$ cat config.mk
export PLATFORM = sky130hd
export DESIGN_NAME = supmon_ctrl
export DESIGN_NICKNAME = d
export VERILOG_FILES = /design/src/rtl/supmon_pkg.sv /design/src/rtl/supmon_flag.sv /design/src/rtl/supmon_selreg.sv /design/src/rtl/supmon_wonce.sv /design/src/rtl/supmon_ctrl.sv
export SDC_FILE = /design/constraint.sdc
export NUM_CORES = 1
export LEC_CHECK = 0
export BUFFER_PORTS_ARGS = -buffer_cell sky130_fd_sc_hd__buf_2
export CAP_MARGIN = 10
export CORE_MARGIN = 10
export CORE_UTILIZATION = 30
export CTS_CLUSTER_SIZE = 30
export DETAILED_ROUTE_END_ITERATION = 16
export PLACE_DENSITY_LB_ADDON = 0.05
export SYNTH_ARGS = -nofsm -noshare
export SYNTH_HDL_FRONTEND = slang
export SYNTH_SLANG_ARGS = --single-unit
$ cat constraint.sdc
create_clock -name clk -period 3.3 [get_ports clk]
set_input_delay 0.99 -clock clk [delete_from_list [all_inputs] [get_ports clk]]
set_output_delay 0.99 -clock clk [all_outputs]
set_load 0.01 [all_outputs]
$ cat src/rtl/supmon_pkg.sv
`timescale 1ns/1ps
package supmon_pkg;
   // register byte width and field placement; software decodes these positions
   localparam int unsigned REG_W    = 8;
   localparam int unsigned SEL_W    = 2;
   localparam int unsigned BIT_RE   = 4;
   localparam int unsigned BIT_IE   = 5;
   localparam int unsigned BIT_ACK  = 6;
   localparam int unsigned BIT_FLAG = 7;
   // channel indices
   localparam int unsigned NUM_CH   = 2;
   localparam int unsigned CH_DET   = 0;
   localparam int unsigned CH_WARN  = 1;
endpackage

$ cat src/rtl/supmon_flag.sv
`timescale 1ns/1ps
// Sticky event flag: hardware set has priority over the acknowledge clear.
module supmon_flag (
   input  logic clk,
   input  logic rst_n,
   input  logic mon_en,
   input  logic below,
   input  logic ack,
   output logic flag_q
);
   always_ff @(posedge clk or negedge rst_n) begin
      if (!rst_n) flag_q <= 1'b0;
      else        flag_q <= (mon_en & below) | (flag_q & ~ack);
   end
endmodule

$ cat src/rtl/supmon_selreg.sv
`timescale 1ns/1ps
// Trip-level select field, cleared only by power-on reset.
// Codes above MAX_CODE are rejected and the field keeps its value.
module supmon_selreg #(
   parameter int unsigned W        = 2,
   parameter int unsigned MAX_CODE = 3
) (
   input  logic         clk,
   input  logic         por_n,
   input  logic         we,
   input  logic [W-1:0] d,
   output logic [W-1:0] q
);
   localparam int unsigned FULL = (1 << W) - 1;

   if (MAX_CODE > FULL) begin : g_bad_max
      $error("supmon_selreg: MAX_CODE does not fit in W bits");
   end

   logic legal;
   if (MAX_CODE == FULL) begin : g_all_legal
      assign legal = 1'b1;
   end else begin : g_limited
      assign legal = ({{(32-W){1'b0}}, d} <= MAX_CODE);
   end

   always_ff @(posedge clk or negedge por_n) begin
      if (!por_n)          q <= '0;
      else if (we && legal) q <= d;
   end
endmodule

$ cat src/rtl/supmon_wonce.sv
`timescale 1ns/1ps
// Bit that accepts the first write after reset, then locks.
module supmon_wonce #(
   parameter bit RST_VAL = 1'b1
) (
   input  logic clk,
   input  logic rst_n,
   input  logic we,
   input  logic d,
   output logic q,
   output logic locked
);
   always_ff @(posedge clk or negedge rst_n) begin
      if (!rst_n) begin
         q      <= RST_VAL;
         locked <= 1'b0;
      end else if (we && !locked) begin
         q      <= d;
         locked <= 1'b1;
      end
   end
endmodule

$ cat src/rtl/supmon_ctrl.sv
`timescale 1ns/1ps
module supmon_ctrl
   import supmon_pkg::*;
#(
   parameter int unsigned ADDR_W       = 4,
   parameter int unsigned DET_ADDR     = 0,
   parameter int unsigned WARN_ADDR    = 1,
   parameter int unsigned DET_SEL_MAX  = 1,
   parameter int unsigned WARN_SEL_MAX = 3,
   parameter bit          RE_RST       = 1'b1
) (
   input  logic              clk,
   input  logic              por_n,
   input  logic              crst_n,
   input  logic              bus_en,
   input  logic              bus_we,
   input  logic [ADDR_W-1:0] bus_addr,
   input  logic [REG_W-1:0]  bus_wdata,
   output logic [REG_W-1:0]  bus_rdata,
   input  logic              below_det,
   input  logic              below_warn,
   input  logic              lowpwr,
   output logic [SEL_W-1:0]  det_sel,
   output logic [SEL_W-1:0]  warn_sel,
   output logic              det_irq,
   output logic              warn_irq,
   output logic              sys_rst_req
);
   localparam int unsigned ADDR_SPAN = 1 << ADDR_W;

   // elaboration checks
   if (DET_ADDR == WARN_ADDR) begin : g_bad_overlap
      $error("supmon_ctrl: register offsets collide");
   end
   if (DET_ADDR >= ADDR_SPAN || WARN_ADDR >= ADDR_SPAN) begin : g_bad_range
      $error("supmon_ctrl: offset outside address space");
   end
   if (SEL_W != 2 || REG_W != 8) begin : g_bad_layout
      $error("supmon_ctrl: field layout assumes byte registers with 2-bit selects");
   end

   // combined reset for everything but the select fields
   logic rst_all_n;
   assign rst_all_n = por_n & crst_n;

   logic              mon_en;
   logic [NUM_CH-1:0] below_v;
   logic [NUM_CH-1:0] hit;
   logic [NUM_CH-1:0] wr_hit;
   logic [NUM_CH-1:0] ack_v;
   logic [NUM_CH-1:0] flag_q;
   logic [NUM_CH-1:0] ie_q;
   logic [NUM_CH-1:0][SEL_W-1:0] sel_q;
   logic [NUM_CH-1:0][REG_W-1:0] rd_word;
   logic re_q;
   logic re_lock;

   assign mon_en  = ~lowpwr;
   assign below_v = {below_warn, below_det};

   for (genvar c = 0; c < NUM_CH; c++) begin : g_ch
      localparam int unsigned OFFS = (c == CH_DET) ? DET_ADDR : WARN_ADDR;
      localparam int unsigned SMAX = (c == CH_DET) ? DET_SEL_MAX : WARN_SEL_MAX;

      assign hit[c]    = bus_en && ({{(32-ADDR_W){1'b0}}, bus_addr} == OFFS);
      assign wr_hit[c] = hit[c] & bus_we;
      assign ack_v[c]  = wr_hit[c] & bus_wdata[BIT_ACK];

      supmon_flag u_flag (
         .clk    (clk),
         .rst_n  (rst_all_n),
         .mon_en (mon_en),
         .below  (below_v[c]),
         .ack    (ack_v[c]),
         .flag_q (flag_q[c])
      );

      supmon_selreg #(.W(SEL_W), .MAX_CODE(SMAX)) u_sel (
         .clk   (clk),
         .por_n (por_n),
         .we    (wr_hit[c]),
         .d     (bus_wdata[SEL_W-1:0]),
         .q     (sel_q[c])
      );

      always_ff @(posedge clk or negedge rst_all_n) begin
         if (!rst_all_n)    ie_q[c] <= 1'b0;
         else if (wr_hit[c]) ie_q[c] <= bus_wdata[BIT_IE];
      end

      // readback word; acknowledge and reserved bits stay zero
      always_comb begin
         rd_word[c]              = '0;
         rd_word[c][SEL_W-1:0]   = sel_q[c];
         rd_word[c][BIT_IE]      = ie_q[c];
         rd_word[c][BIT_FLAG]    = flag_q[c];
         if (c == CH_DET) rd_word[c][BIT_RE] = re_q;
      end
   end

   // reset enable exists on the detect channel only
   supmon_wonce #(.RST_VAL(RE_RST)) u_re (
      .clk    (clk),
      .rst_n  (rst_all_n),
      .we     (wr_hit[CH_DET]),
      .d      (bus_wdata[BIT_RE]),
      .q      (re_q),
      .locked (re_lock)
   );

   always_comb begin
      bus_rdata = '0;
      if (!bus_we) begin
         for (int c = 0; c < NUM_CH; c++) begin
            if (hit[c]) bus_rdata = rd_word[c];
         end
      end
   end

   assign det_sel     = sel_q[CH_DET];
   assign warn_sel    = sel_q[CH_WARN];
   assign det_irq     = flag_q[CH_DET]  & ie_q[CH_DET];
   assign warn_irq    = flag_q[CH_WARN] & ie_q[CH_WARN];
   assign sys_rst_req = flag_q[CH_DET]  & re_q;

   logic unused_wbits;
   assign unused_wbits = ^{bus_wdata[BIT_RE-1:SEL_W], bus_wdata[BIT_FLAG]};
endmodule

# ---- After elaboration in Yosys (flattened, before gate mapping)
# Index checks and enable logic that the tools add are counted.
dict set report word_totals {
  ff_bits 10
  latch_bits 0
  ram_bits 0
  romBits 0
  input_bits 20
  out_inout_bits 15
  word_cells 36
  mem_count 0
}
dict set report classes {
  add_sub_neg 0
  mul 0
  div 0
  n_lt_le_gt_ge 1
  n_eq_ne 1
  n_shift 0
  muxes 3
  bitwise 17
  n_reduce_logical 6
}
# cell count
set op_table {}
lappend op_table {{$mux 8} 3}
lappend op_table {{$and 1x1->1} 12}
lappend op_table {{$eq 4x1->1 const B} 1}
lappend op_table {{$logic_and 1x1->1} 4}
lappend op_table {{$logic_not 4->1} 1}
lappend op_table {{$not 1->1} 3}
lappend op_table {{$le 2x1->1 const B} 1}
lappend op_table {{$or 1x1->1} 2}
lappend op_table {{$logic_not 1->1} 1}

# ---- Logic depth before layout (Yosys ltp)
# Gate-level depths: netlist (run 1).
dict set report logic_depth {
  word_depth 7
  mapped_depth 3
  depth_no_buf 3
}

# ---- Modules after synthesis
# Synthesis (run 1) repeated with hierarchy kept, for this count alone.
dict set report unflattened {
  hier_cells 52
  hier_area_um2 605.6
}
# module n_inst cells_each area_each_um2 seq_area_each_um2
set by_module_without_submodules {}
lappend by_module_without_submodules {supmon_ctrl 1 30 276.5 50.0}
lappend by_module_without_submodules {{supmon_selreg at g_ch[0].u_sel} 1 5 87.6 50.0}
lappend by_module_without_submodules {supmon_wonce 1 5 86.3 51.3}
lappend by_module_without_submodules {supmon_flag 2 4 41.3 25.0}
lappend by_module_without_submodules {{supmon_selreg at g_ch[1].u_sel} 1 4 72.6 50.0}

# ---- Worst setup path before layout (run 1)
# Ideal clock, no wire load.
dict set report synth_timing {
  path_kind {input -> output}
  from {in bus_addr[0]}
  to {out bus_rdata[0]}
  arrival_time_ns 1.976
  required_ns 2.310
  slack_ns 0.334
  path_stages 3
  path_buffers 0
  cell_sequence {or4_4 nor2_1 a22o_1}
}
dict set report synth_via {
  elab_chain_len 5
  elab_cells_between_ends 7
  cone_classes {1 x eq/ne; 3 x mux; 3 x reduce/logical}
}
# element line_no
set synth_lines {}
lappend synth_lines {{start: declaration} supmon_ctrl.sv:17} ;# input logic [ADDR_W-1:0] bus_addr,
lappend synth_lines {{$logic_not 4->1} supmon_ctrl.sv:65} ;# assign hit[c] = bus_en && ({{(32-ADDR_W){1'b0}}, bus_addr} == OFFS);
lappend synth_lines {{$logic_and 1x1->1} supmon_ctrl.sv:65}
lappend synth_lines {{$mux 8} supmon_ctrl.sv:115} ;# if (hit[c]) bus_rdata = rd_word[c];
lappend synth_lines {{$mux 8 (*)} supmon_ctrl.sv:115}
lappend synth_lines {{$mux 8 (*)} supmon_ctrl.sv:113} ;# if (!bus_we) begin
lappend synth_lines {{end: declaration} supmon_ctrl.sv:19} ;# output logic [REG_W-1:0] bus_rdata,
# Every way passes the cells marked *; elsewhere a longest branch is shown, timed or not.

# ---- Final worst setup path (run 1)
dict set report layout_timing {
  from {in bus_addr[1]}
  to {out bus_rdata[7]}
}
# Same word-level chain as after synthesis.

==> results of run 1 <==
cells in the mapped netlist, types with 2 or more instances:
master   n  share of area
a22o_1   4          0.065
and2_1   5          0.058
buf_4    3          0.042
dfrtp_1  9           0.42
inv_1    2          0.014
mux2_2   5           0.11
nor2_1   3          0.021
o21ai_0  4          0.037
area by class of cell:
| type | instances | area share |
|---|---|---|
| clock buffers | 4 | 0.0348 |
| inverters | 2 | 0.00993 |
| multi-input cells | 35 | 0.346 |
| flip-flops and latches | 10 | 0.333 |
| well taps | 25 | 0.0414 |
| repair buffers | 33 | 0.235 |
layer usage:
metal  wire length, µm  share of wire
met1               620           0.44
met2               709           0.51
met3                67          0.048
met4                 0              0
met5                 0              0
metrics by stage:
stage | utilization | instances | setup WS (ns) | hold WS [ns]
floorplan | - | 50 | 0.334 | 0.461
global placement | 0.427 | 105 | 0.116 | 0.472
detailed placement | 0.427 | 105 | 0.119 | 0.486
CTS | 0.442 | 109 | 0.114 | 0.501
global route | 0.442 | 109 | 0.0378 | 0.506
finish | 0.442 | 109 | 0.124 | 0.500
logic make-up (layout without fill, tap and decap cells):
logic type	Yosys count	in the layout
buffers and inverters	5	39
AOI/OAI and AO/OA	8	8
and+or+nand+nor	18	18
muxes	6	6
DFF	10	10
other	1	3
flip-flops by register name, indices dropped and copies added (netlist names):
register	count
u_re.q	1
g_ch.u_sel.q	4
u_re.locked	1
g_ch.u_flag.flag_q	2
ie_q	2
worst paths after layout:
check | start | end | slack [ns]
min in group asynchronous | por_n | g_ch[0].u_sel.q[0] | 0.53
worst min register to register | u_re.locked | u_re.locked | 0.50
worst max-delay path | bus_addr[1] | bus_rdata[7] | 0.12
worst max register to register | u_re.locked | u_re.q | 2.32
worst min-delay path | u_re.locked | u_re.locked | 0.50
max in group asynchronous | por_n | u_re.q | 2.26
critical path, cell delays in order:
cell and delay, ns:
buf_2 0.10, or4b_4 0.55, nor2_1 0.15, buf_4 0.14, a22o_1 0.13, buf_2 0.12
where the power goes:
part / switching [mW] / internal, mW
Combinational: 0.0307 / 0.0351
Sequential: 0.0109 / 0.141
Clock: 0.0386 / 0.0466
==> results.yml, run 1 <==
status:
  status: "finished clean"
timing:
  fin_skew_ns: 0.000131
  tns_ns: 0
  finalCritPeriodShare: 0.962
  period_needed_ns: 3.18
  rsz0062_at_grt: "false"
  hold_viol_final: 0
  fmax_mhz: 315
  report.final.setup_viol: 0
  slew_viol_final: 0
final_layout:
  final_cell_mix: "buf_2, dfrtp_1, and2_1, mux2_2, buf_4"
  multi_input_area_um2: 262
  antenna_cells: 0
  area_growth_pct: 41.1
  seq_area_um2: 251
  stdcell_area_um2: 756
  nets: 105
  layout_commonest_cell: "buf_2"
  drive_above_1_share: 0.571
  fillers: 178
global_route:
  grt_usage: 0.0751
  antenna_found_initial: 0
  grt_max_degree: 7
  grt_pass1_vias: 534
  use_met2: 0.122
  use_met3: 0.0287
  grt.met1_usage: 0.0810
  grt.busiest_layer: "met2"
  grt_pass1_wl_um: 2420
  overflow: 0
cts:
  cts_tree: "done"
  cts_resized: 0
  clock_sinks: 10
  clk_path_buf_depth: 2
  cts_hold_buf: 0
  clock_latency_ns: 0.25
  ctsHtreeMaxLevel: 1
  cts_setup_buffers: 0
  cts-buffers-inserted: 3
  cts_root_buffer: "clkbuf_4"
  clk_pin_slew_ns: 0.06
place:
  dpl_cell_area_um2: 729
  dp_hpwl_um: 1240
  gp_congestion: 0.709
  port_buffers: 28
route:
  route.detailed.drc: 0
  vias_per_cell: 4.06
  firstDrtPassIters: 3
  wl_per_cell_um: 12.8
  first_iter_violations: 4
  ant_nets: 0
  wl_um: 1400
  vias: 442
logic_synthesis:
  synth_xor_area_frac: 0
  synthCells: 48
  syn_area_per_cell_um2: 11.2
  synth_top_family_by_area: "simple AND/OR/NAND/NOR gates"
  async_flop_share: 1.00
  synth_simple_gate_area_frac: 0.238
  muxShareOfSynthArea: 0.126
  synth-compound-area-share: 0.103
  ys.flop_type: "dfrtp_1"
  synth_fa_ha_area_frac: 0
  ys_seq_area_frac: 0.470
  yosysWarnings: 0
  synth-edff-count: 0
  synth_cell_type_count: 21
  netlist_area_um2: 536
  ys_ff_latch: 10
worst_setup_path:
  rr_worst_depth: 2
  critPathMaxFanout: 3
  arrival_ns: 2.19
  worstPathRequired_ns: 2.31
  worstSetupEndpointType: "primary output"
  critPathKind: "input pin to primary output"
  startpoint_type: "input pin"
power:
  power.total_mw: 0.303
  power_density_nw_per_um2: 401
  peakVddDrop_mv: 0.219
  p_leak_nw: 0.398
min_path:
  min_path_cells: 1
  hold_class: "flip-flop to flip-flop"
floorplanning:
  die-area_um2: 3880
  die_h_um: 62.3
  fp.dieW_um: 62.3
  io_pins: 35
  initial_utilization: 0.314
  core_area_um2: 1710
  row_count: 15
job:
  max_cap_violations: 0
(Power assumes the default switching activity.)
==> run 2: changes to the inputs <==
--- a/config.mk
+++ b/config.mk
@@ -8,10 +8,10 @@
 export BUFFER_PORTS_ARGS = -buffer_cell sky130_fd_sc_hd__buf_2
 export CAP_MARGIN = 10
 export CORE_MARGIN = 10
-export CORE_UTILIZATION = 30
+export CORE_UTILIZATION = 35
 export CTS_CLUSTER_SIZE = 30
 export DETAILED_ROUTE_END_ITERATION = 16
-export PLACE_DENSITY_LB_ADDON = 0.05
+export PLACE_DENSITY_LB_ADDON = 0.3
 export SYNTH_ARGS = -nofsm -noshare
 export SYNTH_HDL_FRONTEND = slang
 export SYNTH_SLANG_ARGS = --single-unit
==> results.yml, run 2 (synthesis results as in run 1) <==
status:
  status: "finished clean"
route:
  wl_um: 1350
  firstDrtPassIters: 4
  route.detailed.drc: 0
  vias: 482
  wl_per_cell_um: 13.9
  ant_nets: 0
  vias_per_cell: 4.97
  first_iter_violations: 8
job:
  max_cap_violations: 0
worst_setup_path:
  startpoint_type: "input pin"
  critPathKind: "input pin to primary output"
  rr_worst_depth: 2
  startpoint: "bus_addr[1]"
  rr_startpoint: "u_re.locked"
  reg2reg_slack_ns: 2.32
  slowest_stage: "or4b_4"
  crit_chain: "buf_2 > or4b_4 > nor2_2 > a22o_1 > buf_2"
  worstPathRequired_ns: 2.31
  arrival_ns: 2.14
  cp_common_cell: "buf_2"
  max_stage_delay_ns: 0.56
  rr_endpoint: "u_re.q"
  critPathMaxFanout: 4
  worstSetupEndpointType: "primary output"
timing:
  report.final.setup_viol: 0
  finalCritPeriodShare: 0.950
  fmax_mhz: 319
  hold_viol_final: 0
  period_needed_ns: 3.13
  rsz0062_at_grt: "false"
  tns_ns: 0
  fin_skew_ns: 0.000000361
  slew_viol_final: 0
global_route:
  antenna_found_initial: 0
  grt_usage: 0.0777
  grt_max_degree: 7
  grt_pass1_vias: 509
  overflow: 0
  grt_pass1_wl_um: 2160
final_layout:
  antenna_cells: 0
  layout_commonest_cell: "buf_2"
  fin_cells: 97
  reg.largest.list: "g_ch.u_sel.q (4), g_ch.u_flag.flag_q (2), ie_q (2)"
  area_growth_pct: 37.1
  seq_area_um2: 251
  drive_above_1_share: 0.580
  stdcell_area_um2: 734
  fillers: 147
  regMostFlops: "g_ch.u_sel.q"
  multi_input_area_um2: 264
  largest_reg_flops: 4
  nets: 102
  final_cell_mix: "buf_2, dfrtp_1, and2_1, mux2_2"
floorplanning:
  die_h_um: 59.1
  die-area_um2: 3490
  fp.dieW_um: 59.1
  io_pins: 35
  core_area_um2: 1470
  initial_utilization: 0.364
  row_count: 14
cts:
  cts_tree: "done"
  clock_sinks: 10
  clk_pin_slew_ns: 0.07
  clk_path_buf_depth: 2
  cts-buffers-inserted: 3
  clock_latency_ns: 0.26
  cts_root_buffer: "clkbuf_4"
  ctsHtreeMaxLevel: 1
  cts_setup_buffers: 0
power:
  power.total_mw: 0.325
  p_leak_nw: 0.388
  peakVddDrop_mv: 0.241
  power_density_nw_per_um2: 443
min_path:
  hold_class: "flip-flop to flip-flop"
  hold_end: "u_re.locked"
  min_path_cells: 1
  worst_hold_startpoint: "u_re.locked"
place:
  numPlacedInstances: 93
  dpl_cell_area_um2: 696
  gp_congestion: 0.703
  port_buffers: 28
-- run 2: cell count changes in the layout (fill, tap and decap cells not counted), sizes merged --
cell  delta
buf      -3
-- run 2: worst max-delay path, delay by kind of cell --
| kind | cells | cell delay (ns) |
|---|---|---|
| AO/OA/AOI/OAI | 1 | 0.17 |
| buffers and inverters | 2 | 0.23 |
| AND/OR/NAND/NOR | 2 | 0.75 |
-- run 2: cell type report --
cell class / instances / area share
repair buffers: 30 / 0.211
inverters: 2 / 0.0102
multi-input cells: 35 / 0.359
well taps: 16 / 0.0273
flip-flops and latches: 10 / 0.342
clock buffers: 4 / 0.0494
-- run 2: routing by layer --
layer	routed length, µm	share of wire	up-vias	global-route usage
li1	-	-	233	-
met2	750	0.56	12	0.134
met4	0	0	0	0.0393
met1	490	0.36	237	0.0784
met3	106	0.079	0	0.0322
met5	0	0	-	0
-- run 2: how the worst max path moves through the flow --
stage	to	slack, ns	cells past startpoint
floorplan	bus_rdata[0]	0.33	3
global placement	bus_rdata[5]	0.06	5
detailed placement	bus_rdata[5]	0.07	5
CTS	bus_rdata[5]	0.06	5
global route	bus_rdata[5]	0.08	5
finish	bus_rdata[5]	0.17	5
-- run 2: through the flow --
step                 util  hold slack [ns]  worst slack [ns]
global route        0.499            0.517            0.0838
global placement    0.473            0.474            0.0564
CTS                 0.497            0.505            0.0631
finish              0.499            0.500             0.165
detailed placement  0.473            0.489            0.0670
floorplan               -            0.461             0.334
-- run 2: repair_timing --
action                     4_1_cts  5_1_grt
hold buffers                     0        0
setup endpoints to repair        0        1
gates resized for setup          0        1
-- run 2: power by group --
part	switching [mW]	internal [mW]
clock	0.0403	0.0669
combinational	0.0312	0.0348
sequential	0.0107	0.141
==> run 3: changes to the inputs <==
--- a/config.mk
+++ b/config.mk
@@ -7,7 +7,7 @@
 export LEC_CHECK = 0
 export BUFFER_PORTS_ARGS = -buffer_cell sky130_fd_sc_hd__buf_2
 export CAP_MARGIN = 10
-export CORE_MARGIN = 10
+export CORE_MARGIN = 5
 export CORE_UTILIZATION = 35
 export CTS_CLUSTER_SIZE = 30
 export DETAILED_ROUTE_END_ITERATION = 16
==> results.yml, run 3 (synthesis results as in run 1) <==
cts:
  cts-buffers-inserted: 3
  clock_latency_ns: 0.25
  cts_resized: 0
  cts_root_buffer: "clkbuf_4"
  clock_sinks: 10
  clk_path_buf_depth: 2
  ctsHtreeMaxLevel: 1
  cts_setup_buffers: 0
  cts_tree: "done"
  clk_pin_slew_ns: 0.05
  cts_hold_buf: 0
worst_setup_path:
  reg2reg_slack_ns: 2.33
  cp_common_cell: "buf_2"
  rr_startpoint: "u_re.locked"
  max_stage_delay_ns: 0.55
  arrival_ns: 2.22
  rr_worst_depth: 2
  startpoint_type: "input pin"
  rr_endpoint: "u_re.q"
  critPathKind: "input pin to primary output"
  path_buf_inv: 2
  crit_chain: "buf_2 > or4b_4 > nor2_1 > a22o_1 > buf_2"
  critPathMaxFanout: 4
  slowest_stage: "or4b_4"
  worstPathRequired_ns: 2.31
  worstSetupEndpointType: "primary output"
  crit_family: "simple AND/OR/NAND/NOR gates"
floorplanning:
  die-area_um2: 2410
  die_h_um: 49.1
  io_pins: 35
  initial_utilization: 0.364
  core_area_um2: 1470
  fp.dieW_um: 49.1
  row_count: 14
min_path:
  worst_hold_startpoint: "u_re.locked"
  hold_end: "u_re.locked"
  hold_class: "flip-flop to flip-flop"
  min_path_cells: 1
global_route:
  grt_pass1_wl_um: 2100
  grt_pass1_vias: 500
  grt_max_degree: 7
  grt_usage: 0.108
  antenna_found_initial: 0
  overflow: 0
final_layout:
  area_growth_pct: 34.8
  antenna_cells: 0
  final_util: 0.491
  regMostFlops: "g_ch.u_sel.q"
  final_cell_mix: "buf_2, dfrtp_1, and2_1, mux2_2"
  fillers: 147
  largest_reg_flops: 4
  drive_above_1_share: 0.556
  reg.largest.list: "g_ch.u_sel.q (4), g_ch.u_flag.flag_q (2), ie_q (2)"
  layout_commonest_cell: "buf_2"
  seq_area_um2: 251
  multi_input_area_um2: 262
  nets: 102
timing:
  slew_viol_final: 0
  fmax_mhz: 311
  rsz0062_at_grt: "false"
  tns_ns: 0
  period_needed_ns: 3.21
  finalCritPeriodShare: 0.974
  report.final.setup_viol: 0
  fin_skew_ns: 0.0000387
  hold_viol_final: 0
route:
  route.detailed.drc: 0
  wl_um: 1190
  ant_nets: 0
  firstDrtPassIters: 2
  wl_per_cell_um: 12.3
  first_iter_violations: 2
  vias_per_cell: 4.84
  vias: 469
place:
  port_buffers: 28
  gp_congestion: 0.720
  dp_hpwl_um: 1050
job:
  max_cap_violations: 0
status:
  status: "finished clean"
power:
  power_density_nw_per_um2: 414
  p_leak_nw: 0.382
  peakVddDrop_mv: 0.414
-- run 3: changes by cell type in the layout (fill, tap and decap cells not counted) --
cell	previous run	this run
nor2_1	2	3
nor2_2	2	1
clkbuf_8	1	0
clkbuf_1	0	1
-- run 3: report_power, final --
group	switching (mW)	internal, mW
sequential	0.0107	0.141
combinational	0.0309	0.0347
clock	0.0346	0.0463
total	0.0762	0.223
-- run 3: metrics by stage --
stage          total power [mW]  hold slack (ns)  instance area (µm²)  setup WS (ns)  std cells
4_1_cts                   0.305            0.502                  722         0.0739         97
3_5_place_dp              0.221            0.488                  696         0.0783         93
5_1_grt                   0.322            0.515                  722         0.0293         97
6_report                  0.299            0.496                  722         0.0851         97
3_3_place_gp              0.219            0.474                  696         0.0569         93
2_1_floorplan             0.191            0.461                  543          0.334         50
-- run 3: final cells by class --
type | instances | share of cell area
multi-input combinational | 35 | 0.362
sequential | 10 | 0.348
timing repair buffer | 30 | 0.215
clock buffer | 4 | 0.0364
tap | 16 | 0.0277
inverter | 2 | 0.0104
-- run 3: worst register-to-register path, delay by kind of cell (launching register included) --
kind	cells	cell delay, ns
flops	1	0.38
mux	1	0.34
simple gates	1	0.17
-- run 3: worst max-delay path by stage --
stage | to | cells past startpoint | start
floorplan | bus_rdata[0] | 3 | bus_addr[0]
global placement | bus_rdata[5] | 5 | bus_addr[1]
detailed placement | bus_rdata[5] | 5 | bus_addr[1]
CTS | bus_rdata[5] | 5 | bus_addr[1]
global route | bus_rdata[7] | 5 | bus_addr[1]
finish | bus_rdata[5] | 5 | bus_addr[1]
-- run 3: metal layers --
layer  routed length, µm  vias to the layer above  track usage  share of wire
met2                 648                       15        0.193           0.54
met4                   0                        0       0.0135              0
li1                    -                      227            -              -
met1                 447                      227        0.116           0.38
met5                   0                        -            0              0
met3                  95                        0       0.0550          0.080
